File: src/rtl/i2cr_pkg.sv
package i2cr_pkg;

  typedef struct packed {
    logic       ptrLoad;
    logic       wrEn;
    logic       rdAdvance;
    logic [7:0] rxByte;
  } strobe_t;

  typedef enum logic [2:0] {
    ST_IDLE,
    ST_RX,
    ST_ACK,
    ST_TX,
    ST_RACK,
    ST_WAIT
  } state_t;

  typedef enum logic [1:0] {
    PH_ADDR,
    PH_PTR,
    PH_DATA
  } phase_t;

endpackage

File: src/rtl/i2cr_sync.sv
module i2cr_sync #(
  parameter int   STAGES  = 2,
  parameter logic RST_VAL = 1'b1
) (
  input  logic clk,
  input  logic rstN,
  input  logic d,
  output logic q
);

  logic [STAGES-1:0] chain;

  always_ff @(posedge clk) begin
    if (!rstN) chain <= {STAGES{RST_VAL}};
    else       chain <= {chain[STAGES-2:0], d};
  end

  assign q = chain[STAGES-1];

endmodule

File: src/rtl/i2cr_ctrl.sv
module i2cr_ctrl
  import i2cr_pkg::*;
(
  input  logic       clk,
  input  logic       rstN,
  input  logic       sclS,
  input  logic       sdaS,
  input  logic [6:0] devAddr,
  input  logic [7:0] rdData,
  output strobe_t    strobe,
  output logic       sdaOe
);

  logic       sclPrev, sdaPrev;
  state_t     state;
  phase_t     phase;
  logic [3:0] bitCnt;
  logic [7:0] shiftIn;
  logic [7:0] txShift;
  logic       isRead;
  logic       hostAck;

  logic sclRise, sclFall, startDet, stopDet, busEvent, byteDone;

  assign sclRise  = sclS & ~sclPrev;
  assign sclFall  = ~sclS & sclPrev;
  assign startDet = sclS & sclPrev & sdaPrev & ~sdaS;
  assign stopDet  = sclS & sclPrev & ~sdaPrev & sdaS;
  assign busEvent = startDet | stopDet;
  assign byteDone = (state == ST_RX) && sclFall && (bitCnt == 4'd8);

  always_ff @(posedge clk) begin
    if (!rstN) begin
      sclPrev <= 1'b1;
      sdaPrev <= 1'b1;
      state   <= ST_IDLE;
      phase   <= PH_ADDR;
      bitCnt  <= '0;
      shiftIn <= '0;
      txShift <= '0;
      isRead  <= 1'b0;
      hostAck <= 1'b0;
      sdaOe   <= 1'b0;
    end else begin
      sclPrev <= sclS;
      sdaPrev <= sdaS;
      if (startDet) begin
        state  <= ST_RX;
        phase  <= PH_ADDR;
        bitCnt <= '0;
        sdaOe  <= 1'b0;
      end else if (stopDet) begin
        state <= ST_IDLE;
        sdaOe <= 1'b0;
      end else begin
        case (state)
          ST_RX: begin
            if (sclRise) begin
              shiftIn <= {shiftIn[6:0], sdaS};
              bitCnt  <= bitCnt + 4'd1;
            end else if (byteDone) begin
              if (phase == PH_ADDR) begin
                if (shiftIn[7:1] == devAddr) begin
                  state  <= ST_ACK;
                  sdaOe  <= 1'b1;
                  isRead <= shiftIn[0];
                  phase  <= PH_PTR;
                end else begin
                  state <= ST_WAIT;
                end
              end else begin
                state  <= ST_ACK;
                sdaOe  <= 1'b1;
                isRead <= 1'b0;
                phase  <= PH_DATA;
              end
            end
          end
          ST_ACK: begin
            if (sclFall) begin
              bitCnt <= '0;
              if (isRead) begin
                state   <= ST_TX;
                txShift <= rdData;
                sdaOe   <= ~rdData[7];
              end else begin
                state <= ST_RX;
                sdaOe <= 1'b0;
              end
            end
          end
          ST_TX: begin
            if (sclFall) begin
              if (bitCnt == 4'd7) begin
                state <= ST_RACK;
                sdaOe <= 1'b0;
              end else begin
                txShift <= {txShift[6:0], 1'b0};
                sdaOe   <= ~txShift[6];
              end
              bitCnt <= bitCnt + 4'd1;
            end
          end
          ST_RACK: begin
            if (sclRise) begin
              hostAck <= ~sdaS;
            end else if (sclFall) begin
              if (hostAck) begin
                state   <= ST_TX;
                bitCnt  <= '0;
                txShift <= rdData;
                sdaOe   <= ~rdData[7];
              end else begin
                state <= ST_WAIT;
              end
            end
          end
          default: ;
        endcase
      end
    end
  end

  always_comb begin
    strobe.rxByte    = shiftIn;
    strobe.ptrLoad   = byteDone && (phase == PH_PTR) && !busEvent;
    strobe.wrEn      = byteDone && (phase == PH_DATA) && !busEvent;
    strobe.rdAdvance = !busEvent && sclFall &&
                       (((state == ST_ACK) && isRead) ||
                        ((state == ST_RACK) && hostAck));
  end

  assert_silent_when_idle_R2: assert property (@(posedge clk) disable iff (!rstN)
    (state == ST_WAIT || state == ST_IDLE) |-> !sdaOe);

  assert_single_strobe_R3: assert property (@(posedge clk) disable iff (!rstN)
    $onehot0({strobe.ptrLoad, strobe.wrEn, strobe.rdAdvance}));

  assert_restart_rearms_R7: assert property (@(posedge clk) disable iff (!rstN)
    startDet |=> (state == ST_RX && phase == PH_ADDR && bitCnt == 4'd0));

  assert_nack_releases_R6: assert property (@(posedge clk) disable iff (!rstN)
    (state == ST_RACK && sclFall && !hostAck && !busEvent) |=> (!sdaOe && state == ST_WAIT));

  assert_ack_follows_byte_R5: assert property (@(posedge clk) disable iff (!rstN)
    (byteDone && phase != PH_ADDR && !busEvent) |=> sdaOe);

endmodule

File: src/rtl/i2cr_regs.sv
module i2cr_regs
  import i2cr_pkg::*;
#(
  parameter int NUM_REGS = 16
) (
  input  logic       clk,
  input  logic       rstN,
  input  strobe_t    strobe,
  output logic [7:0] rdData
);

  localparam int PTR_W = $clog2(NUM_REGS);

  logic [7:0]       bank [NUM_REGS];
  logic [PTR_W-1:0] ptr;

  assign rdData = bank[ptr];

  always_ff @(posedge clk) begin
    if (!rstN) begin
      for (int i = 0; i < NUM_REGS; i++) bank[i] <= '0;
      ptr <= '0;
    end else begin
      if (strobe.ptrLoad) ptr <= strobe.rxByte[PTR_W-1:0];
      if (strobe.wrEn) begin
        bank[ptr] <= strobe.rxByte;
        ptr       <= ptr + PTR_W'(1);
      end
      if (strobe.rdAdvance) ptr <= ptr + PTR_W'(1);
    end
  end

  assert_ptr_load_R9: assert property (@(posedge clk) disable iff (!rstN)
    strobe.ptrLoad |=> ptr == $past(strobe.rxByte[PTR_W-1:0]));

  assert_write_advance_R3: assert property (@(posedge clk) disable iff (!rstN)
    strobe.wrEn |=> (ptr == $past(ptr) + PTR_W'(1)) && (bank[$past(ptr)] == $past(strobe.rxByte)));

  assert_read_advance_R4: assert property (@(posedge clk) disable iff (!rstN)
    strobe.rdAdvance |=> ptr == $past(ptr) + PTR_W'(1));

endmodule

File: src/rtl/i2c_reg_port.sv
module i2c_reg_port
  import i2cr_pkg::*;
#(
  parameter int         NUM_REGS    = 16,
  parameter int         SYNC_STAGES = 2,
  parameter logic [4:0] ADDR_HI     = 5'b10011
) (
  input  logic       clk,
  input  logic       rstN,
  input  logic [1:0] strapIn,
  input  logic       sclIn,
  input  logic       sdaIn,
  output logic       sdaPullLow
);

  logic       sclS, sdaS;
  logic [1:0] strapQ;
  logic [7:0] rdData;
  strobe_t    strobe;

  always_ff @(posedge clk) begin
    if (!rstN) strapQ <= strapIn;
  end

  i2cr_sync #(.STAGES(SYNC_STAGES), .RST_VAL(1'b1)) u_sclSync (
    .clk(clk), .rstN(rstN), .d(sclIn), .q(sclS));

  i2cr_sync #(.STAGES(SYNC_STAGES), .RST_VAL(1'b1)) u_sdaSync (
    .clk(clk), .rstN(rstN), .d(sdaIn), .q(sdaS));

  i2cr_ctrl u_ctrl (
    .clk(clk), .rstN(rstN), .sclS(sclS), .sdaS(sdaS),
    .devAddr({ADDR_HI, strapQ}), .rdData(rdData),
    .strobe(strobe), .sdaOe(sdaPullLow));

  i2cr_regs #(.NUM_REGS(NUM_REGS)) u_regs (
    .clk(clk), .rstN(rstN), .strobe(strobe), .rdData(rdData));

  assert_strap_hold_R8: assert property (@(posedge clk) disable iff (!rstN)
    $past(rstN) |-> $stable(strapQ));

endmodule

File: config.mk
export PLATFORM = sky130hd
export DESIGN_NAME = i2c_reg_port
export DESIGN_NICKNAME = d
export VERILOG_FILES = /design/src/rtl/i2cr_pkg.sv /design/src/rtl/i2cr_sync.sv /design/src/rtl/i2cr_ctrl.sv /design/src/rtl/i2cr_regs.sv /design/src/rtl/i2c_reg_port.sv
export SDC_FILE = /design/constraint.sdc
export NUM_CORES = 1
export LEC_CHECK = 0
export BUFFER_PORTS_ARGS = -buffer_cell sky130_fd_sc_hd__clkbuf_2
export CAP_MARGIN = 30
export CORE_ASPECT_RATIO = 0.7
export CORE_MARGIN = 5
export CORE_UTILIZATION = 31
export CTS_CLUSTER_DIAMETER = 120
export CTS_CLUSTER_SIZE = 30
export DETAILED_ROUTE_END_ITERATION = 12
export SLEW_MARGIN = 25
export SYNTH_ARGS = -nofsm -noshare
export SYNTH_HDL_FRONTEND = slang
export SYNTH_SLANG_ARGS = --single-unit
export TNS_END_PERCENT = 1
File: constraint.sdc
create_clock -name clk -period 2.9 [get_ports clk]
set_input_delay 0 -clock clk [delete_from_list [all_inputs] [get_ports clk]]
set_output_delay 0 -clock clk [all_outputs]
set_load 0.01 [all_outputs]
==> results.toml, run 1 <==
[floorplanning]
placementRows = 49
core-area_um2 = 25600
ios = 7
dieArea_um2 = 29400
die_h_um = 145
die_w_um = 203
start_util_pct = 31.5

[cells_and_area]
nets = 681
drive_gt1_share_pct = 14.1
fin_cells = 1013
antenna_cells = 0
final_cell_mix = "and2_1 (131), edfxtp_1 (130), mux2i_1 (45), dfxtp_1 (40), nor2_1 (37)"
area_growth_pct = 13.9
final_common_cell = "and2_1"

[power_and_ir_drop]
p_int_mw = 4.09
peakVddDrop_mv = 0.369
p_leak_nw = 3.09
switchingPower_mw = 1.14
p_sw_share_pct = 21.9
p_total_mw = 5.23
share_seq_of_total_power_pct = 52.9
p_clk_share_pct = 43.8
p_per_area_nw_per_um2 = 570
p_comb_share_pct = 3.2

[min_path]
min_to = "u_sclSync.chain[1]"
hold_class = "in -> reg"
min_from = "rstN"
worstHoldPathCells = 3

[synthesis]
yosysSeqAreaShare_pct = 58.6
ys.flop_type = "edfxtp_1"
syn_area_per_cell_um2 = 12.4
syn_area_um2 = 8060
yosysWarnings = 0
synth_top_area_share_pct = 48.4
syn_nets = 663
async_flop_share_pct = 0
synth-seq-cells = 171
synth_largest_area_cell = "edfxtp_1"
synthCells = 651
synth_edf_count = 130
ys_types = 60
yosys-top-cells-area = "edfxtp_1 (48%), dfxtp_1 (10%), and2_1 (10%), mux2i_1 (5.6%), mux4_2 (4.7%)"

[place]
dp.cells = 977
globalplace.congestion = 0.866
pre_cts_slack_ns = 0.401
place.port_buffers = 6
dp_hpwl_mm = 12.8

[critical_path]
path_class = "reg -> reg"
r2r_cells = 5
cp_data_required_time_ns = 2.98
rrSetupSlack_ns = 0.36
cp-end-kind = "register"
worstSetupStartpointType = "register"
crit_fanout = 14
timing.rr.start = "u_ctrl.state[0]"
worstPathArrival_ns = 2.62
reg2reg_to = "u_regs.bank[0][7]"

[timing]
post-route-period-util_pct = 87.5
finalSetupViolCount = 0
hold-worst-slack_ns = 0.0399
worst_pin_slew_ns = 0.838
hold_viol = 0
rsz0062_at_grt = "false"
fin_crit_ns = 2.54
clock_skew_ns = 0.0101
drv_slew = 0
tns_ns = 0
max_freq_mhz = 394
slew_headroom_pct = 44.0
worst_slack_ns = 0.362

[clock_tree]
root_buffer = "clkbuf_16"
clk_path_buf_depth = 2
post_cts_buffers = 0
cts_sinks = 171
clkTransAtPathRegs_ns = 0.07
worstSkewPairLatency_ns = 0.43
tritoncts = "done"
cts_inserted_buffers = 17
htree_levels = 4

[drt]
vias = 5072
wl_per_cell_um = 18.6
drc = 0
drt-total-wl_mm = 18.8
dr.pass1.iters = 5
vias_per_cell = 5.01
ant_nets = 0
drt-initial-drc-count = 520

[flow_run]
drv_cap = 0

[global_routing]
grt_use_total_pct = 13.2
grt_pass1_vias = 5010
antenna_found_initial = 0
gr-total-overflow = 0
grt_pass1_wl_mm = 29.7
grt_max_degree = 35

[run_status]
outcome = "finished clean"
-- critical path, stage by stage (launching register included) --
cell	delay, ns
dfxtp_1	0.57
or3b_1	0.46
nor4_1	0.28
buf_4	0.18
and3_1	0.31
nand2b_1	0.39
-- power groups by stage --
stage | Combinational (mW) | Sequential, mW | Clock (mW)
4_1_cts | 0.172 | 2.77 | 2.33
2_1_floorplan | 0.113 | 2.80 | 0
3_3_place_gp | 0.164 | 2.82 | 0
3_5_place_dp | 0.166 | 2.82 | 0
5_1_grt | 0.186 | 2.78 | 2.44
6_report | 0.170 | 2.77 | 2.29
-- layout make-up --
class | count | area, µm²
clock buffer | 18 | 429
clock inverter | 14 | 163
fill | 2508 | 16400
inverter | 11 | 41.3
multi-input combinational | 428 | 3110
sequential | 171 | 4730
tap | 331 | 414
timing repair buffer | 40 | 295
-- cells in the mapped netlist, types with 3 or more instances --
cell and n:
mux4_2 17, nor2_1 37, nor2b_1 7, nand3b_1 6, edfxtp_1 130, o21ai_0 27, a21oi_1 25, mux2i_1 45
dfxtp_1 41, a22oi_1 10, and3_1 5, clkbuf_1 29, buf_2 6, a31oi_1 7, a32oi_1 3, nand2_1 15
nand3_1 17, and2_1 131, inv_1 11, a22o_1 3, mux2_2 4, ha_1 6, nand2b_1 16, or3_1 4
-- metrics by stage --
stage / utilization [%] / area (µm²)
2_1_floorplan: - / 8060
3_3_place_gp: 33.4 / 8550
3_5_place_dp: 33.4 / 8550
4_1_cts: 35.8 / 9180
5_1_grt: 35.8 / 9180
6_report: 35.8 / 9180
-- how the worst max path moves through the flow --
stage               startpoint                 to  slack (ns)  cells past startpoint
2_1_floorplan  u_ctrl.state[2]  u_regs.bank[5][0]        0.66                      4
3_5_place_dp   u_ctrl.state[0]  u_regs.bank[0][3]        0.40                      5
3_3_place_gp   u_ctrl.state[0]  u_regs.bank[0][2]        0.40                      5
5_1_grt        u_ctrl.state[0]  u_regs.bank[0][7]        0.20                      5
6_report       u_ctrl.state[0]  u_regs.bank[0][7]        0.36                      5
4_1_cts        u_ctrl.state[0]  u_regs.bank[0][3]        0.38                      5
-- timing repair --
item | in CTS | in global routing
gates resized for setup | 0 | 0
hold endpoints to repair | 4 | 0
hold buffers | 4 | 0
endpoints found under the setup margin | 0 | 0
-- per-layer routing --
| metal | wire [µm] | track usage (%) | share of wire [%] | vias up |
|---|---|---|---|---|
| met2 | 8000 | 19.0 | 42 | 136 |
| met1 | 9620 | 20.2 | 51 | 2504 |
| met5 | 0 | 0 | 0 | - |
| met4 | 189 | 3.83 | 1.0 | 0 |
| met3 | 1020 | 2.28 | 5.4 | 14 |
| li1 | - | - | - | 2418 |
-- sequential cells by signal (all words and copies together), names as in the netlist, named ones only --
signal           count
u_ctrl.shiftIn       8
u_regs.ptr           4
u_ctrl.sdaOe         1
strapQ               2
u_ctrl.hostAck       1
u_ctrl.state         3
u_ctrl.txShift       7
u_sclSync.chain      2
u_ctrl.sdaPrev       1
u_regs.bank        128
u_sdaSync.chain      2
u_ctrl.bitCnt        4
u_ctrl.phase         2
u_ctrl.isRead        1
u_ctrl.sclPrev       1
-- logic make-up (layout without fill, tap and decap cells) --
group	after synthesis	after routing	share of synthesized area, %
XOR/XNOR	3	3	0.326
AND/OR/NAND/NOR	258	258	18.9
adder cells (fa/ha/maj)	6	6	0.931
AO/OA/AOI/OAI	95	95	7.57
buffers and inverters	52	83	2.79
flip-flops	171	171	58.6
multiplexers	66	66	10.9
No activity file was read; power rests on OpenSTA's default activity.
==> run 2: changes to the inputs <==
PLACE_DENSITY_LB_ADDON = 0.1   (was not set)
SYNTH_HIERARCHICAL = 1   (was not set)
==> results.toml, run 2 <==
[run_status]
outcome = "finished clean"

[timing]
fin_crit_ns = 2.76
slew_headroom_pct = 45.0
finalSetupViolCount = 0
worst_slack_ns = 0.143
drv_slew = 0
rsz0062_at_grt = "false"
clock_skew_ns = 0.00941
tns_ns = 0
hold_viol = 0
post-route-period-util_pct = 95.1
worst_pin_slew_ns = 0.825
max_freq_mhz = 363

[drt]
vias = 5027
drt-initial-drc-count = 442
drc = 0
dr.pass1.iters = 5
vias_per_cell = 4.98
drt-total-wl_mm = 21.5
wl_per_cell_um = 21.3
ant_nets = 0

[critical_path]
worstSetupStartpointType = "register"
cp_cell_sequence = "or3b_1 -> or4_1 -> nor3b_2 -> nand3_1 -> buf_4 -> o21ai_1 -> buf_4"
rrSetupSlack_ns = 0.14
timing.rr.start = "u_ctrl/state[2]"
path_class = "reg -> reg"
r2r_cells = 7
critical_path.startpoint = "u_ctrl/state[2]"
worstPathArrival_ns = 2.90
critPathSlowestCell = "or4_1"
cpPeakStageDelay_ns = 0.57
cp-end-kind = "register"
endpoint = "u_regs/bank[4][3]"
crit_top_cell = "buf_4"
reg2reg_to = "u_regs/bank[4][3]"
crit_fanout = 8
cp_data_required_time_ns = 3.04

[place]
place.port_buffers = 6
globalplace.congestion = 0.830
post_dp_cell_area_um2 = 8730
dp_hpwl_mm = 14.9
pre_cts_slack_ns = 0.0477

[synthesis]
synth_common_cells = "and2_1 (131), edfxtp_1 (130), dfxtp_1 (41)"
synthCells = 622
synth_top_area_share_pct = 48.0
ys.flop_type = "edfxtp_1"
yosysSeqAreaShare_pct = 58.1
synth_edf_count = 130
async_flop_share_pct = 0
ys_types = 61
syn_area_um2 = 8130
synth-seq-cells = 171
yosys-top-cells-area = "edfxtp_1 (48%), dfxtp_1 (10%), and2_1 (10%), mux4_1 (5.8%), mux4_2 (3.9%)"
yosysWarnings = 6
synthMostInstantiatedCell = "and2_1"
syn_area_per_cell_um2 = 13.1
synth_largest_area_cell = "edfxtp_1"

[clock_tree]
tritoncts = "done"
htree_levels = 4
root_buffer = "clkbuf_16"
worstSkewPairLatency_ns = 0.44
clk_path_buf_depth = 2
cts_sinks = 171
cts_inserted_buffers = 17
clkTransAtPathRegs_ns = 0.07
post_cts_buffers = 0

[min_path]
hold_class = "in -> reg"

[floorplanning]
die_h_um = 146
ios = 7
core-area_um2 = 25700
dieArea_um2 = 29600
start_util_pct = 31.6
die_w_um = 204
placementRows = 49

[power_and_ir_drop]
peakVddDrop_mv = 0.431
p_per_area_nw_per_um2 = 603
p_leak_nw = 3.32

[global_routing]
grt_pass1_wl_mm = 32.1
gr-total-overflow = 0
grt_max_degree = 38
grt_use_total_pct = 14.8
antenna_found_initial = 0
grt_pass1_vias = 4890

[flow_run]
drv_cap = 0

[cells_and_area]
largest_register = "u_regs/bank"
final_cell_mix = "and2_1 (131), edfxtp_1 (130), buf_4 (42), dfxtp_1 (40), nand2_1 (36)"
nets = 677
multi_input_area_um2 = 3220
final_common_cell = "and2_1"
largestRegisters = "u_regs/bank: 128 flops, u_ctrl/shiftIn: 8 flops, u_ctrl/txShift: 7 flops"
seq_area_um2 = 4730
area_growth_pct = 15.4
fillerInstances = 2466
drive_gt1_share_pct = 18.0
fin_area_um2 = 9380
largest_reg_flops = 128
run 2: cell count changes in the layout (fill, tap and decap cells not counted), moves of 10 or more:
cell | previous run | this run
buf_4 | 30 | 42
nand2_1 | 15 | 36
a21oi_1 | 25 | 9
nor2_2 | 0 | 10
o21ai_0 | 27 | 9
mux4_1 | 0 | 18
nor2_1 | 37 | 14
o21ai_1 | 1 | 12
mux2i_1 | 45 | 8
run 2: worst min-delay path by stage:
stage | from | to | slack, ns | cells past startpoint
floorplan | rstN | u_sclSync/chain[1] | 0.07 | 1
detailed placement | sclIn | u_sclSync/chain[0] | 0.18 | 2
global route | rstN | u_regs/bank[1][0] | 0.28 | 2
finish | rstN | u_regs/bank[1][3] | 0.26 | 2
CTS | rstN | u_regs/bank[5][1] | 0.25 | 3
global placement | strapIn[1] | strapQ[1] | 0.18 | 1
run 2: where the power goes:
group	internal (mW)	leakage [nW]	switching [mW]
Sequential	2.77	1.57	0.0700
Clock	1.27	0.266	0.980
Combinational	0.238	1.49	0.323
run 2: cells by family after synthesis:
kind of cell | share of synthesized area, %
simple gates | 18.3
flops | 58.1
compound gates | 8.16
buf+inv | 3.02
mux | 10.7
xor+xnor | 0.754
fa+ha+maj | 0.923
other cells | 0.0924
run 2: layout make-up:
| type | count | share of cell area, % |
|---|---|---|
| Antenna cell | 1 | 0.0267 |
| Clock buffer | 19 | 4.61 |
| Clock inverter | 13 | 1.52 |
| Inverter | 14 | 0.560 |
| Multi-Input combinational cell | 408 | 34.3 |
| Sequential cell | 171 | 50.4 |
| Tap cell | 331 | 4.41 |
| Timing Repair Buffer | 53 | 4.16 |
run 2: metal layers:
metal	part of all wire, %	global-route usage [%]
met4	1.1	3.74
met2	42	20.3
met1	52	23.1
met3	5.4	3.68
met5	0	0
run 2: what timing repair did:
item,CTS,global route
resized for setup,0,14
endpoints found under the setup margin,0,107
hold buffers,4,0
endpoints found under the hold margin,4,0
run 2: critical path, delay by kind of cell (launching register included):
kind | cells | cell delay (ns)
AOI/OAI and AO/OA | 1 | 0.19
buffers and inverters | 2 | 0.42
DFF | 1 | 0.32
and+or+nand+nor | 4 | 1.52
run 2: through the flow:
| step | hold WS [ns] | util, % | std cells | total power, mW |
|---|---|---|---|---|
| detailed placement | 0.183 | 33.9 | 972 | 3.44 |
| global route | 0.280 | 36.4 | 1009 | 5.88 |
| floorplan | 0.0730 | - | 625 | 3.26 |
| global placement | 0.184 | 33.9 | 972 | 3.44 |
| CTS | 0.254 | 36.3 | 1008 | 5.71 |
| finish | 0.258 | 36.4 | 1010 | 5.66 |
